===== config.mk =====
export PLATFORM = sky130hd
export DESIGN_NAME = pwm_rate_gen
export DESIGN_NICKNAME = d
export VERILOG_FILES = /design/src/rtl/pwm_rate_pkg.sv /design/src/rtl/pwm_tap_chain.sv /design/src/rtl/pwm_lin_div.sv /design/src/rtl/pwm_rate_gen.sv
export SDC_FILE = /design/constraint.sdc
export NUM_CORES = 1
export LEC_CHECK = 0
export BUFFER_PORTS_ARGS = -buffer_cell sky130_fd_sc_hd__buf_2
export CORE_MARGIN = 3
export CORE_UTILIZATION = 55
export DETAILED_ROUTE_END_ITERATION = 8
export GPL_TIMING_DRIVEN = 0
export PLACE_DENSITY = 0.78
export RECOVER_POWER = 100
export SYNTH_ARGS = -nofsm -noshare
export SYNTH_HDL_FRONTEND = slang
export SYNTH_SLANG_ARGS = --single-unit

===== constraint.sdc =====
create_clock -name clk -period 3.1 [get_ports clk]
set_input_delay 0.31 -clock clk [delete_from_list [all_inputs] [get_ports clk]]
set_output_delay 0.31 -clock clk [all_outputs]
set_load 0.02 [all_outputs]

===== src/rtl/pwm_rate_pkg.sv =====
package pwm_rate_pkg;
  localparam int NUM_TAPS = 11;
  localparam int FAC_W    = 8;
  localparam int SEL_W    = 4;
  localparam int NUM_DIV  = 2;
  // Bit offset of each divider's field group inside the mode word
  localparam int DIV_STRIDE = 16;
  localparam int SEL_OFS    = 8;

  typedef struct packed {
    logic [SEL_W-1:0] sel;
    logic [FAC_W-1:0] fac;
  } div_cfg_t;
endpackage


===== src/rtl/pwm_tap_chain.sv =====
module pwm_tap_chain #(
  parameter int NUM_TAPS = 11
) (
  input  logic                clk,
  input  logic                rst_n,
  output logic [NUM_TAPS-1:0] tap_o
);
  localparam int CW = (NUM_TAPS > 1) ? NUM_TAPS - 1 : 1;

  logic [CW-1:0] cnt_q;
  logic          run_q;

  always_ff @(posedge clk) begin
    if (!rst_n) begin
      cnt_q <= '0;
      run_q <= 1'b0;
    end else begin
      cnt_q <= cnt_q + CW'(1);
      run_q <= 1'b1;
    end
  end

  assign tap_o[0] = run_q;

  for (genvar k = 1; k < NUM_TAPS; k++) begin : g_tap
    assign tap_o[k] = run_q & (&cnt_q[k-1:0]);

    assert_tap_nested_R2: assert property (@(posedge clk) disable iff (!rst_n)
      tap_o[k] |-> tap_o[k-1]);
    assert_tap_single_cycle_R1: assert property (@(posedge clk) disable iff (!rst_n)
      tap_o[k] |=> !tap_o[k]);
  end
endmodule


===== src/rtl/pwm_lin_div.sv =====
module pwm_lin_div #(
  parameter int NUM_TAPS = 11,
  parameter int FAC_W    = 8,
  parameter int SEL_W    = 4
) (
  input  logic                clk,
  input  logic                rst_n,
  input  logic [NUM_TAPS-1:0] tap_i,
  input  logic [FAC_W-1:0]    fac_i,
  input  logic [SEL_W-1:0]    sel_i,
  output logic                stb_o
);
  logic [FAC_W-1:0] fac_q;
  logic [SEL_W-1:0] sel_q;
  logic [FAC_W-1:0] cnt_q;
  logic             src;
  logic             cfg_chg;

  // Tap mux: a select with no matching tap yields no source pulses
  always_comb begin
    src = 1'b0;
    for (int i = 0; i < NUM_TAPS; i++) begin
      if (sel_q == SEL_W'(i)) src = tap_i[i];
    end
  end

  assign cfg_chg = (fac_i != fac_q) || (sel_i != sel_q);

  always_ff @(posedge clk) begin
    if (!rst_n) begin
      fac_q <= '0;
      sel_q <= '0;
      cnt_q <= '0;
      stb_o <= 1'b0;
    end else if (cfg_chg) begin
      fac_q <= fac_i;
      sel_q <= sel_i;
      cnt_q <= '0;
      stb_o <= 1'b0;
    end else if (src && (fac_q != '0)) begin
      if (cnt_q == fac_q - FAC_W'(1)) begin
        cnt_q <= '0;
        stb_o <= 1'b1;
      end else begin
        cnt_q <= cnt_q + FAC_W'(1);
        stb_o <= 1'b0;
      end
    end else begin
      stb_o <= 1'b0;
    end
  end

  assert_stb_follows_source_R3: assert property (@(posedge clk) disable iff (!rst_n)
    stb_o |-> $past(src));
  assert_cnt_in_range_R3: assert property (@(posedge clk) disable iff (!rst_n)
    (fac_q != '0) |-> (cnt_q < fac_q));
  assert_zero_factor_silent_R5: assert property (@(posedge clk) disable iff (!rst_n)
    (fac_i == '0 && $past(fac_i) == '0) |-> !stb_o);
  assert_reserved_sel_silent_R6: assert property (@(posedge clk) disable iff (!rst_n)
    (sel_i >= SEL_W'(NUM_TAPS) && $past(sel_i) >= SEL_W'(NUM_TAPS)) |-> !stb_o);
endmodule


===== src/rtl/pwm_rate_gen.sv =====
module pwm_rate_gen
  import pwm_rate_pkg::*;
(
  input  logic                clk,
  input  logic                rst_n,
  input  logic [31:0]         mode_word,
  output logic [NUM_TAPS-1:0] tap_stb,
  output logic                stb_a,
  output logic                stb_b
);
  logic [NUM_DIV-1:0] div_stb;
  div_cfg_t           div_cfg [NUM_DIV];
  logic               unused_mode;

  assign unused_mode = ^{mode_word[15:12], mode_word[31:28]};

  pwm_tap_chain #(.NUM_TAPS(NUM_TAPS)) u_chain (
    .clk   (clk),
    .rst_n (rst_n),
    .tap_o (tap_stb)
  );

  for (genvar g = 0; g < NUM_DIV; g++) begin : g_div
    localparam int BASE = g * DIV_STRIDE;
    assign div_cfg[g].fac = mode_word[BASE +: FAC_W];
    assign div_cfg[g].sel = mode_word[BASE + SEL_OFS +: SEL_W];

    pwm_lin_div #(
      .NUM_TAPS (NUM_TAPS),
      .FAC_W    (FAC_W),
      .SEL_W    (SEL_W)
    ) u_div (
      .clk   (clk),
      .rst_n (rst_n),
      .tap_i (tap_stb),
      .fac_i (div_cfg[g].fac),
      .sel_i (div_cfg[g].sel),
      .stb_o (div_stb[g])
    );
  end

  assign stb_a = div_stb[0];
  assign stb_b = div_stb[1];

  assert_reset_quiet_R9: assert property (@(posedge clk)
    !rst_n |=> (tap_stb[NUM_TAPS-1:1] == '0));
endmodule


==> impl_metrics.csv <==
group,metric,value,unit
synth,synth_ff_type,"dfxtp_1",
sta,slew_headroom,32.8,%
layout,diodes,0,
synth,synth_top_cell_area_share,34.5,%
detailed_routing,drtIter0Drc,139,
floorplanning,rows,26,
detailed_routing,drt_pass1_iterations,4,
cts,clockBufferDepth,2,
synth,synth_warnings,0,
outcome,status,"finished clean",
cts,numCtsBuffers,5,
power_and_ir_drop,power,0.00129,W
detailed_routing,wl_per_cell,13.7,um
layout,final_common_cell,"dfxtp_1",
sta,setup_tns,0,ns
detailed_routing,viasPerCell,5.61,
grt,antenna_found_initial,0,
min_path,hold_class,"input pin to register",
sta,fin_crit_sh,91.6,%
power_and_ir_drop,power_leakage,1.30,nW
setup_path,cpMaxStageDelayCell,"or4b_1",
synth,ys_seq_elements,53,
cts,cts-root-buf,"clkbuf_8",
layout,multi_input_area,0.00190,mm^2
layout,fillCellCount,497,
grt,grt_overflow,0,
cts,cts_setup_buffers,0,
layout,regArea,0.00106,mm^2
floorplanning,die-area,0.00652,mm^2
layout,stdcell_area,0.00343,mm^2
cts,cts-hold-fix-buffers,0,
synth,synth_cell_types,53,
synth,synth_area,0.00307,mm^2
floorplanning,design.core.area,0.00527,mm^2
sta,min_period,2.84,ns
detailed_routing,drt-total-wl,6460,um
synth,yosys.area_share.adder,3.26,%
sta,fmax,352,MHz
detailed_routing,drc,0,
placed_design,dp_cells,464,
synth,synth_area_leaders,"dfxtp_1 35%, xnor2_1 8.5%, and2_1 8.1%, xor2_1 5.4%, ha_1 3.3%",
setup_path,critPathArrivalTime,3.07,ns
synth,synth_edf_count,0,
setup_path,cp_max_fo,8,
synth,synth_xor_area_share,14.5,%
placed_design,place_congestion,0.856,
layout,drive_above_1_share,12.0,%
floorplanning,start_util,58.3,%
power_and_ir_drop,irDropWorstVdd,0.219,mV
sta,drv_slew,0,
placed_design,place_area,0.00335,mm^2
sta,rsz0062_at_grt,"false",
cts,cts_tree,"built",
detailed_routing,vias,2635,
sta,setup_violations,0,
placed_design,io_buffers,38,
synth,ys_seq_area_share,34.5,%
synth,avgSynthCellArea,8.64,um^2
flow_run,maxCapViolCount,0,
setup_path,path_class,"register to register",
floorplanning,ioPinCount,47,
synth,synth_fp_nets,398,
grt,grt_pass1_vias,2510,
sta,worst_pin_slew,1.00,ns
cts,cts_resized,0,
cts,cts.sinks,53,
setup_path,max_stage_delay,0.53,ns
synth,yosysTopAreaCell,"dfxtp_1",
synth,synth-compound-area-share,13.2,%
placed_design,place_hpwl,4830,um
synth,synthArstFlopShare,0,%
grt,grt_max_degree,15,
synth,muxShareOfSynthArea,0.651,%
grt,grt_pass1_wl,11300,um
synth,synthCells,356,
synth,synth_top_family_by_area,"simple AND/OR/NAND/NOR gates",
sta,skew,0.00557,ns
grt,track_usage,21.7,%
cts,clk_pin_slew,0.09,ns
setup_path,required,3.33,ns
setup_path,cp_cell_sequence,"ha_4 > nand3_2 > inv_1 > ha_1 > nand2_1 > o21ai_0 > a211o_1 > a41oi_1 > a2111o_1 > or4b_1 > a21oi_1",
cts,h-tree-depth,2,
layout,instances_no_fill,470,
setup_path,cp-end-kind,"register",
synth,yosys.area_share.simple,29.8,%
setup_path,critical_path.top_delay_family,"compound AO/OA/AOI/OAI gates",
sta,whs,0.114,ns
floorplanning,die_w,80.8,um
layout,fin_nets,443,
floorplanning,dieHeight,80.8,um
setup_path,cp_num_buf_inv,1,
power_and_ir_drop,power_density,376,mW/mm^2
detailed_routing,ant_nets,0,
setup_path,start_kind,"register",
layout,mostFrequentLayoutCells,"52 x dfxtp_1, 30 x xnor2_1, 29 x buf_2",
cts,clock_latency,0.30,ns
sta,finalHoldViolCount,0,
layout,area_delta_synth_final,11.6,%
==> kinds of logic (layout without fill, tap and decap cells) <==
group / Yosys count / after routing
and+or+nand+nor: 152 / 152
DFF: 53 / 53
AOI/OAI and AO/OA: 59 / 59
xor gates and xnor gates: 50 / 50
muxes: 2 / 2
adders and majority gates: 8 / 8
buffers and inverters: 32 / 76
==> power by group <==
group | switching, W | total, W | internal (W)
Clock | 0.000215 | 0.000365 | 0.000149
Sequential | 0.0000291 | 0.000730 | 0.000701
Combinational | 0.0000996 | 0.000193 | 0.0000935
==> metrics by stage <==
step	utilization (%)	setup WS, ns
5_1_grt	65.1	0.0488
6_report	65.1	0.261
3_5_place_dp	63.6	0.0833
2_1_floorplan	-	0.581
4_1_cts	65.0	0.0606
3_3_place_gp	63.6	0.116
==> cells in the mapped netlist (7+ instances only) <==
cell type	count
ha_1	8
nand2_1	21
nand4_1	7
xor2_1	19
nor2_1	15
o32ai_1	7
nand3_1	15
inv_1	16
and2_1	40
xnor2_1	30
a21oi_1	19
dfxtp_1	53
o21ai_0	13
clkbuf_1	11
==> final timing paths <==
| kind | from | to | slack, ns | cells after the start |
|---|---|---|---|---|
| max | u_chain.cnt_q[0] | g_div[0].u_div.cnt_q[5] | 0.26 | 11 |
| min | rst_n | u_chain.run_q | 0.11 | 1 |
| max reg2reg | u_chain.cnt_q[0] | g_div[0].u_div.cnt_q[5] | 0.26 | 11 |
| min reg2reg | g_div[0].u_div.cnt_q[7] | g_div[0].u_div.cnt_q[7] | 0.52 | 2 |
==> metal layers <==
metal | GRT usage [%] | routed length [um] | vias to the layer above
met4 | 6.76 | 95 | 0
li1 | - | - | 1340
met3 | 4.21 | 289 | 10
met1 | 28.9 | 3210 | 1227
met5 | 0 | 0 | -
met2 | 35.8 | 2860 | 58
==> final cells by class <==
type                    instances  share of cell area, %
multi-input cells             271                   55.5
flip-flops and latches         53                   31.0
repair buffers                 38                   5.14
well taps                      70                   2.55
clock buffers                   5                   2.01
plain buffers                  15                   1.86
inverters                      17                   1.86
clock inverters                 1                  0.146
==> state kept, by name (all words and copies together) (netlist names) <==
| register | cells |
|---|---|
| g_div.u_div.fac_q | 16 |
| g_div.u_div.stb_o | 2 |
| g_div.u_div.cnt_q | 16 |
| u_chain.run_q | 1 |
| g_div.u_div.sel_q | 8 |
| u_chain.cnt_q | 10 |
Power figures use the tool's default switching activity.
